<file path="src/rtl/mdrop_rx_pkg.sv">
package mdrop_rx_pkg;

  localparam int CHAR_W = 8;

  typedef struct packed {
    logic              ferr;
    logic              is_addr;
    logic [CHAR_W-1:0] data;
  } rx_entry_t;

  localparam int ENTRY_W = $bits(rx_entry_t);

  typedef enum logic [2:0] {
    S_IDLE,
    S_START,
    S_DATA,
    S_TAG,
    S_STOP,
    S_WAIT
  } rx_state_e;

  function automatic logic [3:0] bits_for_code(input logic [1:0] code);
    return 4'd5 + {2'b00, code};
  endfunction

endpackage

</file>
<file path="src/rtl/mdrop_rx_sampler.sv">
module mdrop_rx_sampler
  import mdrop_rx_pkg::*;
#(
  parameter int OSR = 16
) (
  input  logic      clk,
  input  logic      rst_n,
  input  logic      flush,
  input  logic      tick,
  input  logic      rxd,
  input  logic [1:0] len_code,
  output logic      out_valid,
  output rx_entry_t out_entry
);

  localparam int CNT_W = $clog2(OSR);
  localparam logic [CNT_W-1:0] MID_CNT  = CNT_W'(OSR / 2 - 1);
  localparam logic [CNT_W-1:0] LAST_CNT = CNT_W'(OSR - 1);

  logic rx_m, rx_s;
  rx_state_e state_q, state_d;
  logic [CNT_W-1:0] cnt_q, cnt_d;
  logic [2:0] idx_q, idx_d;
  logic [1:0] len_q, len_d;
  logic [CHAR_W-1:0] shr_q, shr_d;
  logic tag_q, tag_d;
  logic valid_q, valid_d;
  rx_entry_t entry_q, entry_d;
  logic [2:0] last_idx;

  always_ff @(posedge clk or negedge rst_n) begin
    if (!rst_n) begin
      rx_m <= 1'b1;
      rx_s <= 1'b1;
    end else begin
      rx_m <= rxd;
      rx_s <= rx_m;
    end
  end

  assign last_idx = 3'(bits_for_code(len_q) - 4'd1);

  always_comb begin
    state_d = state_q;
    cnt_d   = cnt_q;
    idx_d   = idx_q;
    len_d   = len_q;
    shr_d   = shr_q;
    tag_d   = tag_q;
    entry_d = entry_q;
    valid_d = 1'b0;
    if (flush) begin
      state_d = S_IDLE;
      cnt_d   = '0;
    end else if (tick) begin
      unique case (state_q)
        S_IDLE: begin
          if (!rx_s) begin
            state_d = S_START;
            cnt_d   = '0;
            len_d   = len_code;
          end
        end
        S_START: begin
          if (cnt_q == MID_CNT) begin
            cnt_d = '0;
            if (!rx_s) begin
              state_d = S_DATA;
              idx_d   = '0;
              shr_d   = '0;
            end else begin
              state_d = S_IDLE;
            end
          end else begin
            cnt_d = cnt_q + 1'b1;
          end
        end
        S_DATA: begin
          if (cnt_q == LAST_CNT) begin
            cnt_d        = '0;
            shr_d[idx_q] = rx_s;
            if (idx_q == last_idx) state_d = S_TAG;
            else                   idx_d   = idx_q + 3'd1;
          end else begin
            cnt_d = cnt_q + 1'b1;
          end
        end
        S_TAG: begin
          if (cnt_q == LAST_CNT) begin
            cnt_d   = '0;
            tag_d   = rx_s;
            state_d = S_STOP;
          end else begin
            cnt_d = cnt_q + 1'b1;
          end
        end
        S_STOP: begin
          if (cnt_q == LAST_CNT) begin
            cnt_d           = '0;
            valid_d         = 1'b1;
            entry_d.ferr    = ~rx_s;
            entry_d.is_addr = tag_q;
            entry_d.data    = shr_q;
            state_d         = S_WAIT;
          end else begin
            cnt_d = cnt_q + 1'b1;
          end
        end
        S_WAIT: begin
          if (rx_s) state_d = S_IDLE;
        end
        default: state_d = S_IDLE;
      endcase
    end
  end

  always_ff @(posedge clk or negedge rst_n) begin
    if (!rst_n) begin
      state_q <= S_IDLE;
      cnt_q   <= '0;
      idx_q   <= '0;
      len_q   <= '0;
      shr_q   <= '0;
      tag_q   <= 1'b0;
      valid_q <= 1'b0;
      entry_q <= '0;
    end else begin
      state_q <= state_d;
      cnt_q   <= cnt_d;
      idx_q   <= idx_d;
      len_q   <= len_d;
      shr_q   <= shr_d;
      tag_q   <= tag_d;
      valid_q <= valid_d;
      entry_q <= entry_d;
    end
  end

  assign out_valid = valid_q;
  assign out_entry = entry_q;

endmodule

</file>
<file path="src/rtl/mdrop_rx_filter.sv">
module mdrop_rx_filter
  import mdrop_rx_pkg::*;
#(
  parameter logic [CHAR_W-1:0] BCAST_ADDR = 8'hFE,
  parameter logic [CHAR_W-1:0] TERM_CODE  = 8'hFF
) (
  input  logic              clk,
  input  logic              rst_n,
  input  logic              flush,
  input  logic              in_valid,
  input  rx_entry_t         in_entry,
  input  logic [CHAR_W-1:0] node_addr,
  output logic              push,
  output rx_entry_t         push_entry,
  output logic              wake
);

  logic gate_q, gate_d;
  logic push_q, push_d;
  logic wake_q, wake_d;
  rx_entry_t ent_q, ent_d;
  logic hit;

  assign hit = (in_entry.data == node_addr) || (in_entry.data == BCAST_ADDR);

  always_comb begin
    gate_d = gate_q;
    push_d = 1'b0;
    wake_d = 1'b0;
    ent_d  = ent_q;
    if (flush) begin
      gate_d = 1'b0;
    end else if (in_valid) begin
      ent_d = in_entry;
      if (in_entry.is_addr) begin
        push_d = 1'b1;
        wake_d = 1'b1;
        gate_d = hit && (in_entry.data != TERM_CODE);
      end else begin
        push_d = gate_q;
      end
    end
  end

  always_ff @(posedge clk or negedge rst_n) begin
    if (!rst_n) begin
      gate_q <= 1'b0;
      push_q <= 1'b0;
      wake_q <= 1'b0;
      ent_q  <= '0;
    end else begin
      gate_q <= gate_d;
      push_q <= push_d;
      wake_q <= wake_d;
      ent_q  <= ent_d;
    end
  end

  assign push       = push_q;
  assign push_entry = ent_q;
  assign wake       = wake_q;

endmodule

</file>
<file path="src/rtl/mdrop_rx_fifo.sv">
module mdrop_rx_fifo #(
  parameter int DEPTH = 4,
  parameter int W     = 10
) (
  input  logic         clk,
  input  logic         rst_n,
  input  logic         flush,
  input  logic         push,
  input  logic [W-1:0] wdata,
  input  logic         pop,
  output logic [W-1:0] rdata,
  output logic         empty,
  output logic         overrun
);

  localparam int PTR_W = (DEPTH > 1) ? $clog2(DEPTH) : 1;
  localparam int CNT_W = $clog2(DEPTH + 1);
  localparam logic [PTR_W-1:0] PTR_LAST = PTR_W'(DEPTH - 1);
  localparam logic [CNT_W-1:0] CNT_FULL = CNT_W'(DEPTH);

  logic [W-1:0] mem [DEPTH];
  logic [PTR_W-1:0] wr_q, wr_d, rd_q, rd_d;
  logic [CNT_W-1:0] cnt_q, cnt_d;
  logic ovr_q, ovr_d;
  logic full, do_push, do_pop;

  assign full    = (cnt_q == CNT_FULL);
  assign empty   = (cnt_q == '0);
  assign do_push = push && !full && !flush;
  assign do_pop  = pop && !empty && !flush;

  always_comb begin
    wr_d  = wr_q;
    rd_d  = rd_q;
    cnt_d = cnt_q;
    ovr_d = ovr_q;
    if (flush) begin
      wr_d  = '0;
      rd_d  = '0;
      cnt_d = '0;
      ovr_d = 1'b0;
    end else begin
      if (push && full) ovr_d = 1'b1;
      if (do_push) wr_d = (wr_q == PTR_LAST) ? '0 : wr_q + 1'b1;
      if (do_pop)  rd_d = (rd_q == PTR_LAST) ? '0 : rd_q + 1'b1;
      if (do_push && !do_pop)      cnt_d = cnt_q + 1'b1;
      else if (do_pop && !do_push) cnt_d = cnt_q - 1'b1;
    end
  end

  always_ff @(posedge clk or negedge rst_n) begin
    if (!rst_n) begin
      wr_q  <= '0;
      rd_q  <= '0;
      cnt_q <= '0;
      ovr_q <= 1'b0;
    end else begin
      wr_q  <= wr_d;
      rd_q  <= rd_d;
      cnt_q <= cnt_d;
      ovr_q <= ovr_d;
    end
  end

  always_ff @(posedge clk) begin
    if (do_push) mem[wr_q] <= wdata;
  end

  assign rdata   = mem[rd_q];
  assign overrun = ovr_q;

endmodule

</file>
<file path="src/rtl/mdrop_rx.sv">
module mdrop_rx
  import mdrop_rx_pkg::*;
#(
  parameter int         OSR        = 16,
  parameter int         FIFO_DEPTH = 4,
  parameter logic [7:0] BCAST_ADDR = 8'hFE,
  parameter logic [7:0] TERM_CODE  = 8'hFF
) (
  input  logic       clk,
  input  logic       rst_n,
  input  logic       sample_tick,
  input  logic       rxd,
  input  logic [1:0] len_sel,
  input  logic [7:0] node_addr,
  input  logic       rx_reset,
  input  logic       rd_en,
  output logic [7:0] rd_data,
  output logic       rd_is_addr,
  output logic       rd_ferr,
  output logic       rd_ready,
  output logic       wake,
  output logic       overrun
);

  logic rst_m, rst_n_i;
  logic chr_valid, flt_push, fifo_empty;
  rx_entry_t chr_entry, flt_entry, head;
  logic [ENTRY_W-1:0] head_bits;

  always_ff @(posedge clk or negedge rst_n) begin
    if (!rst_n) begin
      rst_m   <= 1'b0;
      rst_n_i <= 1'b0;
    end else begin
      rst_m   <= 1'b1;
      rst_n_i <= rst_m;
    end
  end

  mdrop_rx_sampler #(.OSR(OSR)) u_sampler (
    .clk      (clk),
    .rst_n    (rst_n_i),
    .flush    (rx_reset),
    .tick     (sample_tick),
    .rxd      (rxd),
    .len_code (len_sel),
    .out_valid(chr_valid),
    .out_entry(chr_entry)
  );

  mdrop_rx_filter #(.BCAST_ADDR(BCAST_ADDR), .TERM_CODE(TERM_CODE)) u_filter (
    .clk       (clk),
    .rst_n     (rst_n_i),
    .flush     (rx_reset),
    .in_valid  (chr_valid),
    .in_entry  (chr_entry),
    .node_addr (node_addr),
    .push      (flt_push),
    .push_entry(flt_entry),
    .wake      (wake)
  );

  mdrop_rx_fifo #(.DEPTH(FIFO_DEPTH), .W(ENTRY_W)) u_fifo (
    .clk    (clk),
    .rst_n  (rst_n_i),
    .flush  (rx_reset),
    .push   (flt_push),
    .wdata  (flt_entry),
    .pop    (rd_en),
    .rdata  (head_bits),
    .empty  (fifo_empty),
    .overrun(overrun)
  );

  assign head       = rx_entry_t'(head_bits);
  assign rd_data    = head.data;
  assign rd_is_addr = head.is_addr;
  assign rd_ferr    = head.ferr;
  assign rd_ready   = !fifo_empty;

endmodule

</file>
<file path="config.mk">
export PLATFORM = sky130hd
export DESIGN_NAME = mdrop_rx
export DESIGN_NICKNAME = d
export VERILOG_FILES = /design/src/rtl/mdrop_rx_pkg.sv /design/src/rtl/mdrop_rx_sampler.sv /design/src/rtl/mdrop_rx_filter.sv /design/src/rtl/mdrop_rx_fifo.sv /design/src/rtl/mdrop_rx.sv
export SDC_FILE = /design/constraint.sdc
export NUM_CORES = 1
export LEC_CHECK = 0
export BUFFER_PORTS_ARGS = -buffer_cell sky130_fd_sc_hd__clkbuf_2
export CAP_MARGIN = 0
export CORE_AREA = 4 4 110 112
export CTS_CLUSTER_DIAMETER = 100
export DETAILED_ROUTE_END_ITERATION = 12
export DIE_AREA = 0 0 114 116
export PLACE_DENSITY_LB_ADDON = 0.12
export SYNTH_ARGS = -nofsm -noshare
export SYNTH_HDL_FRONTEND = slang
export SYNTH_SLANG_ARGS = --single-unit
</file>
<file path="constraint.sdc">
create_clock -name clk -period 2.18 [get_ports clk]
set_clock_uncertainty 0.05 [all_clocks]
set_input_delay 0.436 -clock clk [delete_from_list [all_inputs] [get_ports clk]]
set_output_delay 0.436 -clock clk [all_outputs]
set_load 0.005 [all_outputs]
</file>
# After elaboration in Yosys (flattened, before gate mapping)
# Memories as Yosys holds them, arrays and structs flattened.
# Index checks and enable logic that the tools add are counted.
# totals
regBits	57
latchBits	0
mem_bits_rw	40
rom_bits	0
input_bits	16
output_inout_bits	13
word_cells	153
n_memories	1
# op_classes
addsub	8
n_mul	0
n_div	0
n_lt_le_gt_ge	2
n_eq_ne	25
shift	0
muxes	55
bitwise	2
n_reduce_logical	36
# memory_table
name	words	word_bits	read_ports	rd_clocked_by_memory_dff	write_ports	line	text
u_fifo.mem	4	10	1	0	1	mdrop_rx_fifo.sv:21	logic [W-1:0] mem [DEPTH];
# op_table
operator	n
$mux W3	16
$mux W8	3
$mux W4	5
$mux W1	18
$ne A3 B2 Y1 const B	6
$pmux W3 S6	1
$pmux W8 S2	1
$mux W2	7
$reduce_bool A2 Y1	7
$pmux W4 S3	1
$reduce_and A4 Y1	3
$eq A3 B3 Y1 const B	3
$logic_and A1 B1 Y1	9
$bwmux W8	1
$eq A8 B8 Y1	1
$eq A8 B8 Y1 const B	1
$ne A8 B8 Y1 const B	1
$reduce_and A8 Y1	1
$reduce_and A7 Y1	1
$add A3 B1 Y3 const B	2
$eq A3 B2 Y1 const B	2
$logic_not A3 Y1	2
$pmux W3 S2	1
$reduce_and A6 Y1	1
other kinds (23)	34

# Logic depth before layout (Yosys ltp)
# logic_depth
depth_word	9
depth_mapped	6
ltp_nobuf	6

# Cells and area by module
# Synthesis repeated with hierarchy kept, for this count alone.
# unflattened
cells_unflattened	342
hier_area_um2	4546.9
# modules_own_cells
mod	instances	cells_each	area_each_um2	seq_area_each_um2
mdrop_rx_fifo	1	116	2016.9	1401.3
mdrop_rx_sampler	1	174	1861.8	853.3
mdrop_rx_filter	1	48	610.6	325.3
mdrop_rx	1	4	57.6	50.0

# Worst setup path before layout
# Ideal clock, no wire load.
# synth_timing
path_kind	input to register
start	in rx_reset
end	reg u_fifo.cnt_q[2]
setup_time_ns	0.128
t_arrival_ns	1.935
t_required_ns	2.002
slack_ns	0.067
cell_stages	6
n_path_buf	2
cell_sequence	clkbuf_1 -> buf_1 -> nor3_1 -> fa_1 -> mux2i_1 -> mux2_1
# synth_via
elab_chain_cells	6
word_cells_on_any_way	10
classes_between	mux: 2; reduce/logical: 8
# synth_rtl
element	line	text
start, declared	mdrop_rx.sv:15	input logic rx_reset,
$logic_not A1 Y1	mdrop_rx_fifo.sv:29, mdrop_rx_fifo.sv:30	
$logic_and A1 B1 Y1	mdrop_rx_fifo.sv:30	assign do_pop = pop && !empty && !flush;
$logic_not A1 Y1	mdrop_rx_fifo.sv:46	if (do_push && !do_pop) cnt_d = cnt_q + 1'b1;
$logic_and A1 B1 Y1	mdrop_rx_fifo.sv:46	
$mux W3	mdrop_rx_fifo.sv:46	
$mux W3	mdrop_rx_fifo.sv:37	if (flush) begin
end signal, assigned	mdrop_rx_fifo.sv:60	cnt_q <= cnt_d;
end, declared	mdrop_rx_fifo.sv:23	logic [CNT_W-1:0] cnt_q, cnt_d;
# Several ways; a longest one is shown, not always the timed one.
# A chain may end at the register's enable or synchronous reset.

# Final worst setup path
# layout_timing
start	reg u_fifo.cnt_q[1]
end	reg u_fifo.cnt_q[2]
# layout_via
elab_chain_cells	8
word_cells_on_any_way	18
classes_between	add/sub: 2; eq/ne: 1; mux: 3; reduce/logical: 12
# layout_rtl
element
branches (longest 8 deep; another with $sub A3 B1 Y3)
# Several ways; the timed one is not identified. The select of a mux whose other input is x is not followed.

==> results.py <==
metrics = {
    "sta": {
        "tightest_slew_ns": 0.696,
        "layout_min_cycle_time_ns": 2.09,
        "clock.fmax_ghz": 0.479,
        "hold_violations": 0,
        "whs_ns": 0.126,
        "rsz0062_at_grt": "yes",
        "period_share_pct": 95.8,
        "drv_slew": 0,
        "relSlewSlack_pct": 53.6,
        "setup_violations": 0,
    },
    "yosys": {
        "synth_edf_count": 40,
        "synth_cell_types": 58,
        "async_reset_ff_share_pct": 58.8,
        "synthesis.area_um2": 4350,
        "synth_ff_type": "dfrtp_1",
        "synth_top_area_share_pct": 31.7,
        "synthTopCellsByArea": "dfrtp_1 (32%), edfxtp_1 (28%), mux4_2 (5.2%)",
        "yosys.area.top_type": "dfrtp_1",
        "synth_seq_cells": 97,
        "postSynthCellCount": 322,
        "avgSynthCellArea_um2": 13.5,
        "synth-seq-area-share_pct": 60.5,
        "yosysWarningCount": 0,
        "synth_nets": 346,
    },
    "placement": {
        "hpwl_um": 5680,
        "port-buffer-count": 28,
        "gp_congestion": 0.724,
    },
    "power": {
        "p_total_mw": 3.63,
        "p_leak_nw": 2.23,
        "power.density_nw_per_um2": 712,
        "ir_drop_mv": 0.385,
    },
    "cells_and_area": {
        "post-route-util_pct": 45.5,
        "post_route_cells_drive_above_1_share_pct": 26.9,
        "antenna_cells": 0,
        "nets": 391,
        "area_growth_pct": 17.4,
        "fillCellCount": 1021,
    },
    "floorplan": {
        "rows": 39,
        "die_width_um": 114,
        "dieArea_um2": 13200,
        "start_util_pct": 38.7,
        "die_y_um": 116,
        "core_um2": 11200,
        "num_io_pins": 29,
    },
    "grt": {
        "grt_overflow_total": 0,
        "grt_pass1_wl_um": 13800,
        "grt_max_degree": 56,
        "antenna_found_initial": 0,
        "grt_pass1_vias": 2674,
        "track_usage_pct": 13.4,
    },
    "clock_tree": {
        "numCtsBuffers": 9,
        "cts_tree": "yes",
        "cts-root-buf": "clkbuf_16",
        "clockBufferDepth": 2,
        "clock_sinks": 97,
        "worstSkewPairLatency_ns": 0.34,
        "clkSlewWorstSetupHoldPaths_ns": 0.06,
        "htree_levels": 3,
    },
    "flow_run": {
        "cap_violations": 0,
    },
    "worst_setup_path": {
        "critPathMaxFanout": 5,
        "slowest_delay_ns": 0.43,
        "cp_data_required_time_ns": 2.35,
        "path_cells": "or3b_4 > nand2_1 > nor3_2 > fa_1 > mux2i_1 > mux2_1",
        "crit_path_top_delay_cell": "dfrtp_1",
        "end_kind": "flip-flop",
        "start_kind": "flip-flop",
        "setup.worst_path.class": "reg -> reg",
        "arrival_ns": 2.26,
    },
    "routing": {
        "drc": 0,
        "post_drt_wl_per_cell_um": 15.8,
        "viasPerCell": 5.24,
        "vias": 2700,
        "detail_route.first_pass.iterations": 4,
        "drt-initial-drc-count": 69,
        "wl_um": 8120,
        "drt.antenna.violating_nets": 0,
    },
    "outcome": {
        "status": "finished, final reports clean",
    },
    "worst_hold_path": {
        "hold_class": "in -> reg",
    },
}
power by group:
part           internal, mW  total, mW  switching [mW]
logic                0.0460      0.115          0.0689
registers              1.91       1.92          0.0123
clock network         0.908       1.60           0.691
final timing paths:
path / to / cells past startpoint / start / slack, ns
setup / recovery: u_fifo.cnt_q[2] / 6 / u_fifo.cnt_q[1] / 0.09
hold / removal: u_sampler.rx_m / 1 / rxd / 0.13
setup reg to reg: u_fifo.cnt_q[2] / 6 / u_fifo.cnt_q[1] / 0.09
hold reg to reg: rst_n_i / 0 / rst_m / 0.30
max in group asynchronous: u_fifo.cnt_q[2] / 1 / rst_n_i / 1.23
min in group asynchronous: u_sampler.idx_q[1] / 1 / rst_n_i / 0.34
sequential cells by signal (all words and copies together) (netlist names), 2 cells and up:
register             cells
u_sampler.state_q        3
u_fifo.rd_q              2
u_fifo.mem              40
u_sampler.shr_q          8
u_sampler.len_q          2
u_filter.push_entry     10
u_sampler.out_entry     10
u_fifo.wr_q              2
u_sampler.idx_q          3
u_sampler.cnt_q          4
u_fifo.cnt_q             3
worst max-delay path, delay by kind of cell (launching register included):
kind	cells	cell delay, ns
flip-flops	1	0.43
multiplexers	2	0.51
adder cells (fa/ha/maj)	1	0.38
AND/OR/NAND/NOR	3	0.60
layer usage:
layer	GRT usage, %	wire length, µm
met5	0	0
met4	5.70	153
met3	2.45	213
met2	22.3	3990
met1	17.3	3750
placed cells by master, fill, tap and decap left out, types with 3 or more instances in the layout:
cell	n
mux2_2	13
a21oi_1	14
nand4_1	5
o41ai_1	3
clkbuf_2	28
nand3_1	8
edfxtp_1	40
o41ai_2	3
ha_1	7
inv_6	4
o21a_1	3
nand2_1	13
buf_4	20
clkbuf_16	9
nand2b_1	3
and2_1	7
nor2b_1	4
o21ai_1	13
nor2_1	14
inv_1	11
o21ai_0	3
nor3_1	6
mux2_1	10
or3_1	3
xnor2_1	11
mux4_2	10
a31oi_1	7
dfrtp_1	53
kinds of logic (layout without fill, tap and decap cells):
logic type | after synthesis | in the layout | synth area share, %
flops | 97 | 97 | 60.5
simple gates | 80 | 80 | 10.5
compound gates | 63 | 63 | 10.2
mux | 35 | 35 | 11.6
buf+inv | 27 | 77 | 2.39
xor+xnor | 11 | 11 | 2.22
fa+ha+maj | 8 | 8 | 2.48
other cells | 1 | 1 | 0.0863
per-stage QoR:
step / cells / instance area [µm²] / setup WS (ns) / TNS (ns)
2_1_floorplan: 322 / 4350 / 0.0671 / 0
3_3_place_gp: 496 / 4750 / 0.109 / 0
3_5_place_dp: 496 / 4750 / 0.0192 / 0
4_1_cts: 513 / 5060 / 0.00945 / 0
5_1_grt: 515 / 5100 / -0.00165 / -0.00212
6_report: 515 / 5100 / 0.0914 / 0
repair_timing:
item / in CTS / in global routing
hold buffers: 1 / 0
endpoints found under the hold margin: 2 / 0
resized for setup: 0 / 6
buffers inserted: 0 / 2
setup endpoints to repair: 0 / 5
cells in the mapped netlist, drive strengths merged, types with 7 or more instances:
cell	number
a31oi	7
clkbuf	11
xnor2	11
nor3	7
mux4	10
nand2	13
ha	7
o21ai	16
mux2	23
inv	11
nand3	9
edfxtp	40
a21oi	14
nor2	14
and2	7
dfrtp	55
final cells by class:
class	count	area (µm²)	share of cell area (%)
Clock buffer	10	229	4.49
Clock inverter	6	73.8	1.45
Inverter	11	41.3	0.809
Multi-Input combinational cell	198	1630	32.0
Sequential cell	97	2630	51.6
Tap cell	143	179	3.51
Timing Repair Buffer	50	312	6.11
Power figures use the tool's default switching activity.
